[config.mk]
export PLATFORM = sky130hd
export DESIGN_NAME = picf_cmd_front
export DESIGN_NICKNAME = d
export VERILOG_FILES = /design/src/rtl/picf_pkg.sv /design/src/rtl/picf_setup_seq.sv /design/src/rtl/picf_op_decode.sv /design/src/rtl/picf_insvc_bank.sv /design/src/rtl/picf_cmd_front.sv
export SDC_FILE = /design/constraint.sdc
export NUM_CORES = 1
export LEC_CHECK = 0
export BUFFER_PORTS_ARGS = -buffer_cell sky130_fd_sc_hd__clkbuf_2
export CAP_MARGIN = 20
export CORE_MARGIN = 2
export CORE_UTILIZATION = 50
export DETAILED_ROUTE_END_ITERATION = 7
export GPL_ROUTABILITY_DRIVEN = 0
export PLACE_DENSITY = 0.8
export SYNTH_ARGS = -nofsm -noshare
export SYNTH_HDL_FRONTEND = slang
export SYNTH_SLANG_ARGS = --single-unit
[constraint.sdc]
create_clock -name clk -period 2.4 [get_ports clk]
set_clock_uncertainty 0.15 [all_clocks]
set_input_delay 0.24 -clock clk [delete_from_list [all_inputs] [get_ports clk]]
set_output_delay 0.24 -clock clk [all_outputs]
set_load 0.1 [all_outputs]
[src/rtl/picf_pkg.sv]
package picf_pkg;

   typedef enum logic [2:0] {
      SEQ_IDLE      = 3'd0,
      SEQ_WANT_BASE = 3'd1,
      SEQ_WANT_CASC = 3'd2,
      SEQ_WANT_MODE = 3'd3,
      SEQ_RUN       = 3'd4
   } seq_state_e;

   // command byte field positions (decoded by neighbouring logic)
   localparam int unsigned CW_BIT_R     = 7;
   localparam int unsigned CW_BIT_SL    = 6;
   localparam int unsigned CW_BIT_EOI   = 5;
   localparam int unsigned CW_BIT_SETUP = 4;
   localparam int unsigned CW_BIT_SEL   = 3;

   // setup byte flags
   localparam int unsigned SU_BIT_SNGL  = 1;
   localparam int unsigned SU_BIT_NEED4 = 0;

   // {R,SL,EOI} action codes
   localparam logic [2:0] ACT_SPEC = 3'b011;
   localparam logic [2:0] ACT_LOW  = 3'b001;
   localparam logic [2:0] ACT_PRIO = 3'b110;
   localparam logic [2:0] ACT_NOP  = 3'b010;

   // read select codes in the read control byte
   localparam logic [1:0] RSEL_REQ   = 2'b10;
   localparam logic [1:0] RSEL_INSVC = 2'b11;

endpackage

[src/rtl/picf_setup_seq.sv]
module picf_setup_seq
   import picf_pkg::*;
#(
   parameter int unsigned DATA_W = 8,
   parameter int unsigned LEVELS = 8
) (
   input  logic              clk,
   input  logic              rst_n,
   input  logic              cmd_wr_i,
   input  logic              data_wr_i,
   input  logic [DATA_W-1:0] wdata_i,
   output seq_state_e        state_o,
   output logic              setup_hit_o,
   output logic [LEVELS-1:0] mask_o,
   output logic [DATA_W-1:0] base_o,
   output logic [DATA_W-1:0] casc_o,
   output logic [DATA_W-1:0] mode_o
);

   seq_state_e        st_q;
   logic              sngl_q;
   logic              need4_q;
   logic [LEVELS-1:0] mask_q;
   logic [DATA_W-1:0] base_q;
   logic [DATA_W-1:0] casc_q;
   logic [DATA_W-1:0] mode_q;

   assign setup_hit_o = cmd_wr_i & wdata_i[CW_BIT_SETUP];

   always_ff @(posedge clk or negedge rst_n) begin
      if (!rst_n) begin
         st_q    <= SEQ_IDLE;
         sngl_q  <= 1'b0;
         need4_q <= 1'b0;
         mask_q  <= '0;
         base_q  <= '0;
         casc_q  <= '0;
         mode_q  <= '0;
      end else if (setup_hit_o) begin
         sngl_q  <= wdata_i[SU_BIT_SNGL];
         need4_q <= wdata_i[SU_BIT_NEED4];
         st_q    <= SEQ_WANT_BASE;
      end else if (data_wr_i) begin
         case (st_q)
            SEQ_WANT_BASE: begin
               base_q <= wdata_i;
               if (!sngl_q)
                  st_q <= SEQ_WANT_CASC;
               else if (need4_q)
                  st_q <= SEQ_WANT_MODE;
               else
                  st_q <= SEQ_RUN;
            end
            SEQ_WANT_CASC: begin
               casc_q <= wdata_i;
               st_q   <= need4_q ? SEQ_WANT_MODE : SEQ_RUN;
            end
            SEQ_WANT_MODE: begin
               mode_q <= wdata_i;
               st_q   <= SEQ_RUN;
            end
            default: mask_q <= wdata_i[LEVELS-1:0];
         endcase
      end
   end

   assign state_o = st_q;
   assign mask_o  = mask_q;
   assign base_o  = base_q;
   assign casc_o  = casc_q;
   assign mode_o  = mode_q;

   p_setup_restart_r2: assert property (@(posedge clk) disable iff (!rst_n)
      (cmd_wr_i && wdata_i[CW_BIT_SETUP]) |=> (st_q == SEQ_WANT_BASE));

   p_base_branch_r3: assert property (@(posedge clk) disable iff (!rst_n)
      (data_wr_i && st_q == SEQ_WANT_BASE && !sngl_q) |=> (st_q == SEQ_WANT_CASC));

   p_casc_exit_r4: assert property (@(posedge clk) disable iff (!rst_n)
      (data_wr_i && st_q == SEQ_WANT_CASC) |=>
         (st_q == (need4_q ? SEQ_WANT_MODE : SEQ_RUN)));

   p_mask_hold_r5: assert property (@(posedge clk) disable iff (!rst_n)
      (data_wr_i && (st_q == SEQ_WANT_BASE || st_q == SEQ_WANT_CASC ||
                     st_q == SEQ_WANT_MODE)) |=> $stable(mask_q));

endmodule

[src/rtl/picf_op_decode.sv]
module picf_op_decode
   import picf_pkg::*;
#(
   parameter int unsigned DATA_W = 8,
   parameter int unsigned LEVELS = 8
) (
   input  logic              clk,
   input  logic              rst_n,
   input  logic              cmd_wr_i,
   input  logic              run_i,
   input  logic              setup_hit_i,
   input  logic [DATA_W-1:0] wdata_i,
   input  logic [LEVELS-1:0] insvc_i,
   output logic [LEVELS-1:0] eoi_clr_o,
   output logic              err_o,
   output logic [DATA_W-1:0] last_cmd_o,
   output logic [DATA_W-1:0] read_ctl_o
);

   localparam int unsigned LVL_W   = $clog2(LEVELS);
   localparam logic [DATA_W-1:0] RCTL_RST = DATA_W'(2);

   logic              op_wr, eoi_wr, sel_wr;
   logic [2:0]        act;
   logic              is_spec, is_low, is_bad;
   logic [LEVELS-1:0] spec_mask;
   logic [LEVELS-1:0] low_mask;
   logic [LEVELS:0]   seen;
   logic [DATA_W-1:0] last_q, rctl_q;
   logic              err_q;

   assign op_wr  = cmd_wr_i & run_i & ~wdata_i[CW_BIT_SETUP];
   assign eoi_wr = op_wr & ~wdata_i[CW_BIT_SEL];
   assign sel_wr = op_wr &  wdata_i[CW_BIT_SEL];
   assign act    = {wdata_i[CW_BIT_R], wdata_i[CW_BIT_SL], wdata_i[CW_BIT_EOI]};

   assign is_spec = eoi_wr && (act == ACT_SPEC);
   assign is_low  = eoi_wr && (act == ACT_LOW);
   assign is_bad  = eoi_wr && (act != ACT_SPEC) && (act != ACT_LOW) &&
                    (act != ACT_PRIO) && (act != ACT_NOP);

   // level field decoder
   for (genvar g = 0; g < LEVELS; g++) begin : g_lvl
      assign spec_mask[g] = (wdata_i[LVL_W-1:0] == LVL_W'(g));
   end

   // lowest set in-service bit finder
   assign seen[0] = 1'b0;
   for (genvar g = 0; g < LEVELS; g++) begin : g_low
      assign low_mask[g]  = insvc_i[g] & ~seen[g];
      assign seen[g+1]    = seen[g] | insvc_i[g];
   end

   assign eoi_clr_o = is_spec ? spec_mask :
                      is_low  ? low_mask  : '0;

   always_ff @(posedge clk or negedge rst_n) begin
      if (!rst_n) begin
         last_q <= '0;
         rctl_q <= RCTL_RST;
         err_q  <= 1'b0;
      end else begin
         if (eoi_wr) last_q <= wdata_i;
         if (sel_wr) rctl_q <= wdata_i;
         if (setup_hit_i)
            err_q <= 1'b0;
         else if (is_bad)
            err_q <= 1'b1;
      end
   end

   assign err_o      = err_q;
   assign last_cmd_o = last_q;
   assign read_ctl_o = rctl_q;

   p_eoi_onehot_r7: assert property (@(posedge clk) disable iff (!rst_n)
      $onehot0(eoi_clr_o));

   p_lowest_r8: assert property (@(posedge clk) disable iff (!rst_n)
      (cmd_wr_i && run_i && wdata_i[CW_BIT_SETUP:CW_BIT_SEL] == 2'b00 &&
       !wdata_i[CW_BIT_R] && !wdata_i[CW_BIT_SL] && wdata_i[CW_BIT_EOI])
      |-> (eoi_clr_o == (insvc_i & (~insvc_i + 1'b1))));

   p_err_set_r9: assert property (@(posedge clk) disable iff (!rst_n)
      (cmd_wr_i && run_i && wdata_i[CW_BIT_SETUP:CW_BIT_SEL] == 2'b00 &&
       wdata_i[CW_BIT_R] && !wdata_i[CW_BIT_SL]) |=> err_o);

   p_quiet_r9: assert property (@(posedge clk) disable iff (!rst_n)
      (cmd_wr_i && wdata_i[CW_BIT_SETUP:CW_BIT_SEL] == 2'b00 &&
       wdata_i[CW_BIT_SL] && !wdata_i[CW_BIT_EOI]) |-> (eoi_clr_o == '0));

   p_err_clear_r2: assert property (@(posedge clk) disable iff (!rst_n)
      setup_hit_i |=> !err_o);

endmodule

[src/rtl/picf_insvc_bank.sv]
module picf_insvc_bank #(
   parameter int unsigned LEVELS = 8
) (
   input  logic              clk,
   input  logic              rst_n,
   input  logic [LEVELS-1:0] set_i,
   input  logic [LEVELS-1:0] clr_i,
   output logic [LEVELS-1:0] insvc_o
);

   logic [LEVELS-1:0] insvc_q;

   always_ff @(posedge clk or negedge rst_n) begin
      if (!rst_n)
         insvc_q <= '0;
      else
         insvc_q <= (insvc_q & ~clr_i) | set_i;
   end

   assign insvc_o = insvc_q;

   p_set_wins_r11: assert property (@(posedge clk) disable iff (!rst_n)
      (set_i != '0) |=> ((insvc_q & $past(set_i)) == $past(set_i)));

   p_clear_done_r7: assert property (@(posedge clk) disable iff (!rst_n)
      ((clr_i & ~set_i) != '0) |=> ((insvc_q & $past(clr_i & ~set_i)) == '0));

endmodule

[src/rtl/picf_cmd_front.sv]
module picf_cmd_front
   import picf_pkg::*;
#(
   parameter int unsigned DATA_W = 8,
   parameter int unsigned LEVELS = 8
) (
   input  logic              clk,
   input  logic              rst_n,
   input  logic              addr_i,
   input  logic              wr_i,
   input  logic              rd_i,
   input  logic [DATA_W-1:0] wdata_i,
   output logic [DATA_W-1:0] rdata_o,
   input  logic [LEVELS-1:0] req_i,
   input  logic [LEVELS-1:0] insvc_set_i,
   output logic [LEVELS-1:0] mask_o,
   output logic [DATA_W-1:0] vec_base_o,
   output logic [DATA_W-1:0] casc_o,
   output logic [DATA_W-1:0] mode_o,
   output logic [LEVELS-1:0] insvc_o,
   output logic [LEVELS-1:0] eoi_clr_o,
   output logic              ready_o,
   output logic              cmd_err_o,
   output logic [DATA_W-1:0] last_eoi_cmd_o,
   output logic [DATA_W-1:0] read_ctl_o
);

   if (DATA_W != 8) begin : g_bad_width
      $error("picf_cmd_front: command fields need an 8-bit bus");
   end
   if (LEVELS != 2 && LEVELS != 4 && LEVELS != 8) begin : g_bad_levels
      $error("picf_cmd_front: LEVELS must be 2, 4 or 8");
   end

   logic       cmd_wr, data_wr, setup_hit;
   seq_state_e state;

   assign cmd_wr  = wr_i & ~addr_i;
   assign data_wr = wr_i &  addr_i;

   picf_setup_seq #(.DATA_W(DATA_W), .LEVELS(LEVELS)) u_seq (
      .clk        (clk),
      .rst_n      (rst_n),
      .cmd_wr_i   (cmd_wr),
      .data_wr_i  (data_wr),
      .wdata_i    (wdata_i),
      .state_o    (state),
      .setup_hit_o(setup_hit),
      .mask_o     (mask_o),
      .base_o     (vec_base_o),
      .casc_o     (casc_o),
      .mode_o     (mode_o)
   );

   assign ready_o = (state == SEQ_RUN);

   picf_op_decode #(.DATA_W(DATA_W), .LEVELS(LEVELS)) u_dec (
      .clk        (clk),
      .rst_n      (rst_n),
      .cmd_wr_i   (cmd_wr),
      .run_i      (ready_o),
      .setup_hit_i(setup_hit),
      .wdata_i    (wdata_i),
      .insvc_i    (insvc_o),
      .eoi_clr_o  (eoi_clr_o),
      .err_o      (cmd_err_o),
      .last_cmd_o (last_eoi_cmd_o),
      .read_ctl_o (read_ctl_o)
   );

   picf_insvc_bank #(.LEVELS(LEVELS)) u_isb (
      .clk    (clk),
      .rst_n  (rst_n),
      .set_i  (insvc_set_i),
      .clr_i  (eoi_clr_o),
      .insvc_o(insvc_o)
   );

   always_comb begin
      rdata_o = '0;
      if (rd_i) begin
         if (addr_i)
            rdata_o = DATA_W'(mask_o);
         else begin
            case (read_ctl_o[1:0])
               RSEL_REQ:   rdata_o = DATA_W'(req_i);
               RSEL_INSVC: rdata_o = DATA_W'(insvc_o);
               default:    rdata_o = '0;
            endcase
         end
      end
   end

   p_rd_mask_r5: assert property (@(posedge clk) disable iff (!rst_n)
      (rd_i && addr_i) |-> (rdata_o == DATA_W'(mask_o)));

   p_rd_idle_r12: assert property (@(posedge clk) disable iff (!rst_n)
      !rd_i |-> (rdata_o == '0));

   p_op_ignored_r6: assert property (@(posedge clk) disable iff (!rst_n)
      (cmd_wr && !wdata_i[CW_BIT_SETUP] && !ready_o) |=>
         ($stable(last_eoi_cmd_o) && $stable(read_ctl_o)));

endmodule

# --- Yosys cells after proc, flatten, opt, wreduce, memory -nomap -nowiden ---
# Cells that the tools add are included.
# W data, S select, Z words.
word_totals:
  output_inout_bits: 74
  word_cells: 93
  register_bits: 62
classes:
  eq_ne: 19
  bitwise_logic: 35
  n_reduce_logical: 16
  n_mux: 12
ops:
  columns: ["operator", "n"]
  rows:
  - ["$mux W8", 4]
  - ["$pmux W8 S2", 1]
  - ["$eq A3 B2 Y1 const B", 5]
  - ["$eq A3 B3 Y1 const B", 5]
  - ["$and A1 B1 Y1", 14]
  - ["$mux W3", 4]
  - ["$not A1 Y1", 12]
  - ["$reduce_and A3 Y1", 4]
  - ["$eq A3 B1 Y1 const B", 3]
  - ["$pmux W3 S3", 1]
  - ["$and A8 B8 Y8", 1]
  - ["$not A8 Y8", 1]
  - ["$or A8 B8 Y8", 1]
  - ["$logic_and A1 B1 Y1", 6]
  - ["$ne A3 B2 Y1 const B", 2]
  - ["$or A1 B1 Y1", 6]
  - ["$eq A2 B2 Y1 const B", 2]
  - ["$reduce_bool A2 Y1", 2]
  - ["$reduce_bool A4 Y1", 1]
  - ["$logic_not A3 Y1", 1]
  - ["$ne A3 B1 Y1 const B", 1]
  - ["$ne A3 B3 Y1 const B", 1]
  - ["$reduce_or A3 Y1", 1]
  - ["$mux W1", 2]
  - ["$reduce_and A2 Y1", 1]

# --- Longest topological paths before layout ---
# Gate-level depths: netlist (run 1).
logic_depth:
  ltp_word: 13
  depth_mapped: 5

# --- By module ---
# From an unflattened synthesis (run 1), not the netlist that was laid out.
hier_totals:
  hier_cells: 225
  hier_area_um2: 2855.2
by_module_without_submodules:
  columns: ["mod", "seq_area_each_um2", "n_inst", "area_each_um2", "cells_per_inst"]
  rows:
  - ["picf_setup_seq", 925.9, 1, 1475.2, 95]
  - ["picf_op_decode", 426.7, 1, 870.8, 83]
  - ["picf_insvc_bank", 200.2, 1, 290.3, 24]
  - ["picf_cmd_front", 0.0, 1, 219.0, 23]

# --- Worst setup path before layout (run 1) ---
# OpenSTA, ideal clock, no wires.
synth_timing:
  kind: "reg2out"
  from: "register u_seq.st_q[1], in the netlist u_seq.state_o[1]"
  to: "output port eoi_clr_o[7]"
  path_slack_ns: -2.384
  stages_incl_launch_ff: 6
  path_buffers: 1
  required_ns: 2.010
  arrival_ns: 4.394
  path_cell_list: "dfrtp_1 -> buf_2 -> nor3b_4 -> nand4_4 -> or4b_4 -> o21ai_0"
synth_between:
  elab_chain_len: 7
synth_lines:
  columns: ["element", "line_no", "rtl"]
  rows:
  - ["from (decl)", "picf_setup_seq.sv:20", "seq_state_e st_q;"]
  - ["from (signal assigned)", "picf_setup_seq.sv:56", "st_q <= need4_q ? SEQ_WANT_MODE : SEQ_RUN;"]
  - ["$eq A3 B3 Y1 (*)", "picf_cmd_front.sv:55", "assign ready_o = (state == SEQ_RUN);"]
  - ["named net ready_o", "picf_cmd_front.sv:22", "output logic ready_o,"]
  - ["$and A1 B1 Y1 (*) (2 in series)", "picf_op_decode.sv:32", "assign op_wr = cmd_wr_i & run_i & ~wdata_i[CW_BIT_SETUP];"]
  - ["$and A1 B1 Y1 (*)", "picf_op_decode.sv:33", "assign eoi_wr = op_wr & ~wdata_i[CW_BIT_SEL];"]
  - ["$logic_and A1 B1 Y1", "picf_op_decode.sv:38", "assign is_low = eoi_wr && (act == ACT_LOW);"]
  - ["$mux W8", "picf_op_decode.sv:55", "is_low ? low_mask : '0;"]
  - ["$mux W8 (*)", "picf_op_decode.sv:54", "assign eoi_clr_o = is_spec ? spec_mask :"]
  - ["to (decl)", "picf_cmd_front.sv:21", "output logic [LEVELS-1:0] eoi_clr_o,"]
# Mark *: on every way through the listed nets, which the timed path passes. The rest lies on a longest branch.

# --- Worst setup path in the final report (run 1) ---
layout_timing:
  from: "register u_isb.insvc_q[0], in the netlist u_isb.insvc_o[0]"
  to: "output port eoi_clr_o[7]"
layout_between:
  elab_chain_len: 10
layout_lines:
  columns: ["element", "line_no", "rtl"]
  rows:
  - ["from (decl)", "picf_insvc_bank.sv:11", "logic [LEVELS-1:0] insvc_q;"]
  - ["from (signal assigned)", "picf_insvc_bank.sv:17", "insvc_q <= (insvc_q & ~clr_i) | set_i;"]
  - ["$or A1 B1 Y1 (6 in series)", "picf_op_decode.sv:51", "assign seen[g+1] = seen[g] | insvc_i[g];"]
  - ["$not A1 Y1", "picf_op_decode.sv:50", "assign low_mask[g] = insvc_i[g] & ~seen[g];"]
  - ["$and A1 B1 Y1", "picf_op_decode.sv:50", null]
  - ["$mux W8", "picf_op_decode.sv:55", null]
  - ["$mux W8", "picf_op_decode.sv:54", null]
# No other way between the ends.

==> metrics.md, run 1 <==
| Metric | Value |
|---|---|
| Yosys cell types | `39` |
| Failing checks | `negative setup slack` |
| CP arrival | `2070 ps` |
| RSZ-0062 raised after global routing | `true` |
| Syn. warnings | `0` |
| EDFF count, synth | `0` |
| Reg-to-reg startpoint | `u_seq.state_o[2]` |
| Post-Synth XOR/XNOR Area | `0%` |
| Via count | `2461` |
| Hpwl dp | `5700 um` |
| Core Footprint | `0.00557 mm^2` |
| Mapped Cells | `241` |
| Synth Area in Compound Gates | `7.31%` |
| Vias in the first global route | `2514` |
| Seq cells post-synth | `62` |
| Remaining antenna violation count | `0` |
| Critical Path Source Type | `register` |
| Drt drc | `0` |
| Adder-cell share of the synthesized area | `0%` |
| Status | `finished with violations` |
| Dpl ws | `143 ps` |
| Slew Limit Fails | `0` |
| Critical path class | `register to output port` |
| Die Area | `0.00645 mm^2` |
| FMAX | `0.406 GHz` |
| Hold Path Class | `input port to register` |
| Clock sink count | `62` |
| Max-cap viol count | `0` |
| Initial antenna violation count | `0` |
| Drt initial violations | `159` |
| CP Data Required Time | `2010 ps` |
| CTS tree | `done` |
| Synth area leader | `dfrtp_1` |
| TritonRoute pass-1 iters | `4` |
| I/O Buffers | `102` |
| First-pass GRT wire length | `12700 um` |
| Largest net degree at the start of global routing | `34` |
| Post-synth top cells | `dfrtp_1 (61), mux2_2 (46), nand2_1 (21), o21ai_0 (17), and2_1 (11)` |
| Total Wirelength | `8130 um` |
| Post-synth ARST share | `100%` |
| Syn Area/Cell | `12.1 um^2` |
| Tmin final | `2460 ps` |
| Simple-gate area share of the yosys netlist | `16.4%` |
| Crit. End Element | `output port` |
| DR vias/cell | `5.46` |
| Boundary Pins | `103` |
| Clock Latency Late Sink | `340 ps` |
| Synth area leaders | `dfrtp_1 (52%), mux2_2 (18%), o21ai_0 (2.9%), mux2i_1 (2.8%), nand2_1 (2.7%)` |
| Syn Nets | `270` |
| Die Span Y | `80.3 um` |
| H-tree Lvls | `3` |
| Final hold vios | `0` |
| Slew @ Worst Pin | `801 ps` |
| Die span in x | `80.3 um` |
| CTS Root Cell | `clkbuf_8` |
| Initial core utilization | `52.2%` |
| Num CTS Buffers | `9` |
| Synth top area share | `52.4%` |
| GRT Util Overall | `26.8%` |
| Final worst setup slack | `-63.9 ps` |
| Global route total overflow | `0` |
| Fin crit share | `103%` |
| Post-synthesis mux area share | `20.5%` |
| Hold path start | `wdata_i[4]` |
| NumNets Final | `403` |
| Register area share after synthesis | `53.3%` |
| Post-synth top flop | `dfrtp_1` |
| Final setup violation count | `1` |
| Routed wire per std cell | `18.0 um` |
| Critical path fanouts, max | `2` |
| P&R area growth vs syn | `42.8%` |
| Synth Cell Area | `0.00291 mm^2` |
| Antenna Cells | `0` |
| CP Launch Point | `u_isb.insvc_o[0]` |
| Maximum clock path buffer count | `2` |
| # rows | `27` |
| Relative slew slack | `46.6%` |
| Clock slew at reported path FFs | `70 ps` |
| Most common cell in the netlist | `dfrtp_1` |
| Share of cells above drive strength 1 | `57.3%` |
| Main combinational cell family by area after synthesis | `multiplexers` |
| Filler cells | `370` |
==> metrics by stage <==
| stage | utilization (%) | cells | hold WS, ps | cell area [um^2] | TNS [ps] |
|---|---|---|---|---|---|
| after floorplan | - | 241 | -206 | 3000 | -6430 |
| after global placement | 68.4 | 423 | 195 | 3810 | 0 |
| after detailed placement | 68.4 | 423 | 202 | 3810 | 0 |
| after CTS | 74.3 | 450 | 125 | 4140 | -121 |
| after global routing | 74.6 | 451 | 169 | 4160 | -207 |
| final | 74.6 | 451 | 130 | 4160 | -63.9 |
==> flip-flops by register name, summed over array words and instances, names as in the netlist <==
register,flops
u_seq.mask_o,8
u_seq.base_o,8
u_seq.casc_o,8
u_seq.need4_q,1
u_dec.read_ctl_o,8
u_seq.mode_o,8
u_seq.state_o,3
u_isb.insvc_o,8
u_dec.last_cmd_o,8
u_dec.err_o,1
u_seq.sngl_q,1
==> kinds of logic (layout without fill, tap and decap cells) <==
logic type | after synthesis | after routing
AOI/OAI and AO/OA | 35 | 35
buffers and inverters | 16 | 154
DFF | 62 | 62
muxes | 54 | 54
and+or+nand+nor | 74 | 74
==> critical path, cell delays in order (launching register included) <==
cell     delay (ps)
dfrtp_2         420
nor4b_4         300
nand4_4         130
or4b_4          520
o21ai_4         160
buf_12          190
==> per-layer routing <==
layer  GRT usage (%)  part of all wire (%)  up-vias
met5               0                     0        -
met4            11.2                   1.5        0
met3            5.39                   8.1       11
met2            44.3                    49      118
met1            34.4                    41     1197
li1                -                     -     1135
==> timing repair <==
| action | in CTS | in global routing |
|---|---|---|
| endpoints found under the hold margin | 36 | 0 |
| pin swaps | 2 | 3 |
| gates resized for setup | 3 | 1 |
| setup buffers | 2 | 2 |
| setup endpoints to repair | 3 | 4 |
| hold buffers | 9 | 0 |
==> final cells by class <==
cell class                 count  area (um^2)  share of cell area, %
clock buffer                  10          138                   3.31
clock inverter                 6         67.6                   1.63
timing repair buffer         134          906                   21.8
inverter                       4         15.0                  0.361
tap                           72         90.1                   2.17
sequential                    62         1560                   37.4
multi-input combinational    163         1390                   33.3
==> path summary, 6_finish.rpt <==
path                                       end  slack [ps]  depth (start not counted)
setup reg to reg           u_dec.read_ctl_o[0]         430                          4
min in group asynchronous      u_seq.mask_o[7]         370                          2
hold reg to reg            u_dec.read_ctl_o[3]         330                          1
hold / removal                     u_dec.err_o         130                          3
max in group asynchronous          u_dec.err_o        1090                          3
setup / recovery                  eoi_clr_o[7]         -60                          5
==> layout by cell type, fill, tap and decap left out, types with 3 or more instances in the layout <==
cell type      count
mux2_2            46
dfrtp_1           59
buf_4             22
nor2_1             7
o21ai_4            3
a31o_2             3
o21ai_0           12
and2_2             9
nand3_1            5
a21oi_1            5
nand4_1            3
mux2i_1            8
clkbuf_8          10
buf_12             9
dlygate4sd3_1      9
and2_1             3
nand2b_1           4
nand2_1           21
nand4b_1           4
clkbuf_2          94
inv_1              4
Power of run 1 is left out: the tool's default activity adds up to more than one toggle a clock period on the data nets, which glitch-free logic cannot reach.
==> inputs of run 2 (changes only) <==
- CORE_UTILIZATION: 50 -> 30
- PLACE_DENSITY: 0.8 -> not set
- SKIP_CTS_REPAIR_TIMING: not set -> 1
==> run 2 against run 1 <==
Against the previous run:
- the flow still finishes with violations (negative setup slack)
- cell count increased by 12%
- via count fell by 2.8%
- count of clock-buffer cells in the layout rose by 1
- critical path depth unchanged
- routed wire length rose by 7.2%
- global-route usage is 9.7 points lower
- non-clock buffer count decreased by 1
- die area rose by 63%
- first-iteration DRC count fell by 57%
- largest cell class unchanged
==> metrics.md, run 2 (synthesized netlist as in run 1, its figures left out) <==
| Metric | Value |
|---|---|
| NumNets Final | `402` |
| I/O Buffers | `102` |
| Max-cap viol count | `0` |
| Most frequent cells in the layout | `clkbuf_2 (91), dfrtp_1 (60), mux2_2 (46)` |
| Dpl ws | `200 ps` |
| Cells on worst reg2reg path | `4` |
| Initial antenna violation count | `0` |
| Commonest non-fill, non-tap cell in the layout | `clkbuf_2` |
| Slew @ Worst Pin | `795 ps` |
| Relative slew slack | `47.0%` |
| GRT Util Overall | `17.1%` |
| Status | `finished with violations` |
| H-tree Lvls | `3` |
| Cell chain of the critical path | `nor4b_4 > nand4_4 > or4b_4 > o21ai_4 > buf_12` |
| Drt drc | `0` |
| Hold Path Stages | `3` |
| Fin crit share | `102%` |
| First-pass GRT wire length | `13300 um` |
| Total Wirelength | `8710 um` |
| FMAX | `0.408 GHz` |
| Tmin final | `2450 ps` |
| Crit. End Element | `output port` |
| Failing checks | `negative setup slack` |
| P&R area growth vs syn | `44.3%` |
| Num CTS Buffers | `9` |
| Antenna Cells | `0` |
| CTS tree | `done` |
| Hold Path Class | `input port to register` |
| Hold path start | `wdata_i[4]` |
| R2R Setup Slk | `400 ps` |
| Core Footprint | `0.00933 mm^2` |
| Hold EP | `u_dec.err_o` |
| Remaining antenna violation count | `0` |
| CTS Root Cell | `clkbuf_8` |
| Final setup violation count | `1` |
| Drt initial violations | `68` |
| TritonRoute pass-1 iters | `4` |
| Die Area | `0.0105 mm^2` |
| Critical path's largest stage delay | `520 ps` |
| Slew Limit Fails | `0` |
| Die span in x | `103 um` |
| CP Data Required Time | `2010 ps` |
| Routed wire per std cell | `17.2 um` |
| Final worst setup slack | `-48.8 ps` |
| Share of cells above drive strength 1 | `56.5%` |
| Global route total overflow | `0` |
| Initial core utilization | `31.2%` |
| Maximum clock path buffer count | `2` |
| Clock slew at reported path FFs | `70 ps` |
| Critical Path Source Type | `register` |
| DR vias/cell | `4.73` |
| Via count | `2392` |
| WP buf/inv | `1` |
| RSZ-0062 raised after global routing | `true` |
| Filler cells | `910` |
| Clock sink count | `62` |
| # rows | `35` |
| Capturing point of the worst reg2reg path | `u_dec.read_ctl_o[5]` |
| CP arrival | `2060 ps` |
| Reg-to-reg startpoint | `u_seq.state_o[2]` |
| Largest net degree at the start of global routing | `33` |
| Final hold slack | `176 ps` |
| Critical path fanouts, max | `2` |
| Final hold vios | `0` |
| Boundary Pins | `103` |
| Die Span Y | `103 um` |
| Hpwl dp | `6320 um` |
| Critical path class | `register to output port` |
| Crit-path slowest cell | `or4b_4` |
| CP top delay family | `simple AND/OR/NAND/NOR gates` |
| Clock Latency Late Sink | `330 ps` |
| Vias in the first global route | `2413` |
[run 2: changes by cell type in the layout (fill, tap and decap cells not counted), sizes merged]
cell / change
buf: +2
clkbuf: -2
clkinv: +1
clkinvlp: -1
inv: -2
[run 2: through the flow]
stage	utilization (%)	TNS [ps]	instance area, um^2	cells
detailed placement	41.9	0	3910	482
global route	45.0	-153	4200	506
global placement	41.9	0	3910	482
CTS	43.9	-157	4100	497
finish	45.0	-48.8	4200	506
floorplan	-	-6430	3000	241
[run 2: final cells by class]
| class | instances | area [um^2] | share of cell area (%) |
|---|---|---|---|
| inverter | 4 | 15.0 | 0.357 |
| tap | 129 | 161 | 3.84 |
| timing repair buffer | 133 | 903 | 21.5 |
| multi-input combinational | 163 | 1380 | 32.8 |
| sequential | 62 | 1550 | 37.0 |
| clock inverter | 4 | 47.5 | 1.13 |
| clock buffer | 11 | 141 | 3.37 |
[run 2: worst min-delay path, cell delays in order]
cell and delay, ps:
clkbuf_2 140, buf_4 170, a21oi_1 70
[run 2: routing by layer]
layer / track usage (%) / share of wire [%]
met5: 0 / 0
met4: 5.23 / 0.60
met3: 3.39 / 6.3
met2: 28.5 / 48
met1: 22.6 / 45
[run 2: worst max-delay path by stage]
stage                      from           end  slack, ps  cells after the start
6_report       u_isb.insvc_o[0]  eoi_clr_o[7]        -50                      5
4_1_cts        u_isb.insvc_o[0]  eoi_clr_o[7]       -160                      5
3_5_place_dp         wdata_i[6]  eoi_clr_o[7]        200                      6
3_3_place_gp         wdata_i[6]  eoi_clr_o[7]        210                      6
5_1_grt        u_isb.insvc_o[0]  eoi_clr_o[7]       -120                      5
2_1_floorplan  u_seq.state_o[0]  eoi_clr_o[7]       -820                      5
Power of run 2 is left out for the same reason.
==> inputs of run 3 (changes only) <==
- CAP_MARGIN: 20 -> 10
- CORE_ASPECT_RATIO: not set -> 1.25
- MAX_ROUTING_LAYER: not set -> met4
==> run 3 against run 2 <==
Against the previous run:
- the run still ends with negative setup slack left
- routed wire length decreased by 5.0%
- via count decreased by 1.3%
- final area increased by 1.2%
- critical endpoint unchanged
- highest routed layer unchanged
==> metrics.md, run 3 (synthesized netlist as in run 1, its figures left out) <==
| Metric | Value |
|---|---|
| CTS tree | `done` |
| Clock slew at reported path FFs | `50 ps` |
| Remaining antenna violation count | `0` |
| Global route total overflow | `0` |
| NumNets Final | `400` |
| Area of the multi-input gates | `0.00138 mm^2` |
| # rows | `40` |
| Routed wire per std cell | `16.5 um` |
| Die Span Y | `114 um` |
| CP endpoint | `eoi_clr_o[7]` |
| R2R Setup Slk | `440 ps` |
| GRT Util Overall | `16.5%` |
| Clock Latency Late Sink | `320 ps` |
| Final setup violation count | `1` |
| Boundary Pins | `103` |
| Drt drc | `0` |
| Drt initial violations | `68` |
| Num CTS Buffers | `9` |
| Failing checks | `negative setup slack` |
| FF/Latch Area | `0.00155 mm^2` |
| Most frequent cells in the layout | `clkbuf_2 (93), dfrtp_1 (60), mux2_2 (46)` |
| RSZ-0062 raised after global routing | `true` |
| Capturing point of the worst reg2reg path | `u_dec.read_ctl_o[7]` |
| Final hold vios | `0` |
| Status | `finished with violations` |
| Share of cells above drive strength 1 | `55.6%` |
| Vias in the first global route | `2343` |
| Relative slew slack | `61.5%` |
| CP Launch Point | `u_isb.insvc_o[0]` |
| Critical Path Source Type | `register` |
| CP arrival | `2060 ps` |
| First-pass GRT wire length | `12800 um` |
| Die Area | `0.0105 mm^2` |
| CP Data Required Time | `2010 ps` |
| Crit. End Element | `output port` |
| Final instance area | `0.00425 mm^2` |
| Total Wirelength | `8270 um` |
| Hpwl dp | `6030 um` |
| Antenna Cells | `0` |
| H-tree Lvls | `3` |
| Max-cap viol count | `0` |
| Initial core utilization | `30.6%` |
| Tmin final | `2450 ps` |
| Core Footprint | `0.00951 mm^2` |
| Critical path class | `register to output port` |
| FMAX | `0.409 GHz` |
| Cells on worst reg2reg path | `4` |
| Critical path fanouts, max | `2` |
| Slew Limit Fails | `0` |
| I/O Buffers | `102` |
| TritonRoute pass-1 iters | `4` |
| Maximum clock path buffer count | `2` |
| Slew @ Worst Pin | `580 ps` |
| Filler cells | `938` |
| P&R area growth vs syn | `46.0%` |
| Reg-to-reg startpoint | `u_seq.state_o[2]` |
| Final worst setup slack | `-47.5 ps` |
| Largest net degree at the start of global routing | `63` |
| Hold Path Class | `input port to register` |
| DP Area | `0.00388 mm^2` |
| Fin crit share | `102%` |
| Via count | `2361` |
| CTS Root Cell | `clkbuf_16` |
| Final hold slack | `192 ps` |
| DR vias/cell | `4.70` |
| Initial antenna violation count | `0` |
| Die span in x | `92.1 um` |
| Commonest non-fill, non-tap cell in the layout | `clkbuf_2` |
| Clock sink count | `62` |
## run 3: layout make-up
type	instances	area share (%)
Timing Repair Buffer	131	20.8
Tap cell	126	3.71
Clock inverter	2	0.235
Sequential cell	62	36.6
Inverter	4	0.353
Multi-Input combinational cell	163	32.4
Clock buffer	14	5.97
## run 3: stage by stage
step                utilization (%)  std cells  TNS (ps)  setup WS, ps
finish                         44.7        502     -47.5         -47.5
global route                   44.7        502      -122          -122
CTS                            43.6        493      -155          -155
detailed placement             40.8        477         0           174
global placement               40.8        477         0           212
floorplan                         -        241     -6430          -819
## run 3: per-layer routing
| metal | GRT usage [%] | vias to the layer above | wire length (um) |
|---|---|---|---|
| met5 | - | - | 0 |
| met4 | 6.27 | 0 | 110 |
| met3 | 5.13 | 8 | 574 |
| met2 | 25.1 | 89 | 3830 |
| met1 | 20.8 | 1143 | 3760 |
| li1 | - | 1121 | - |
## run 3: worst min-delay path by stage
stage               start                  end  slack (ps)  cells after the start
2_1_floorplan       rst_n          u_dec.err_o        -210                      0
3_3_place_gp        rst_n  u_dec.last_cmd_o[4]         130                      2
3_5_place_dp        rst_n  u_dec.last_cmd_o[4]         130                      2
4_1_cts             rst_n     u_seq.state_o[2]        -210                      2
5_1_grt        wdata_i[4]          u_dec.err_o         210                      3
6_report       wdata_i[4]          u_dec.err_o         190                      3
## run 3: worst max-delay path, cell delays in order (launching register included)
cell and delay (ps):
dfrtp_1 400, nor4b_4 310, nand4_4 130, or4b_4 520, o21ai_4 180, buf_12 190
Power of run 3 is left out for the same reason.
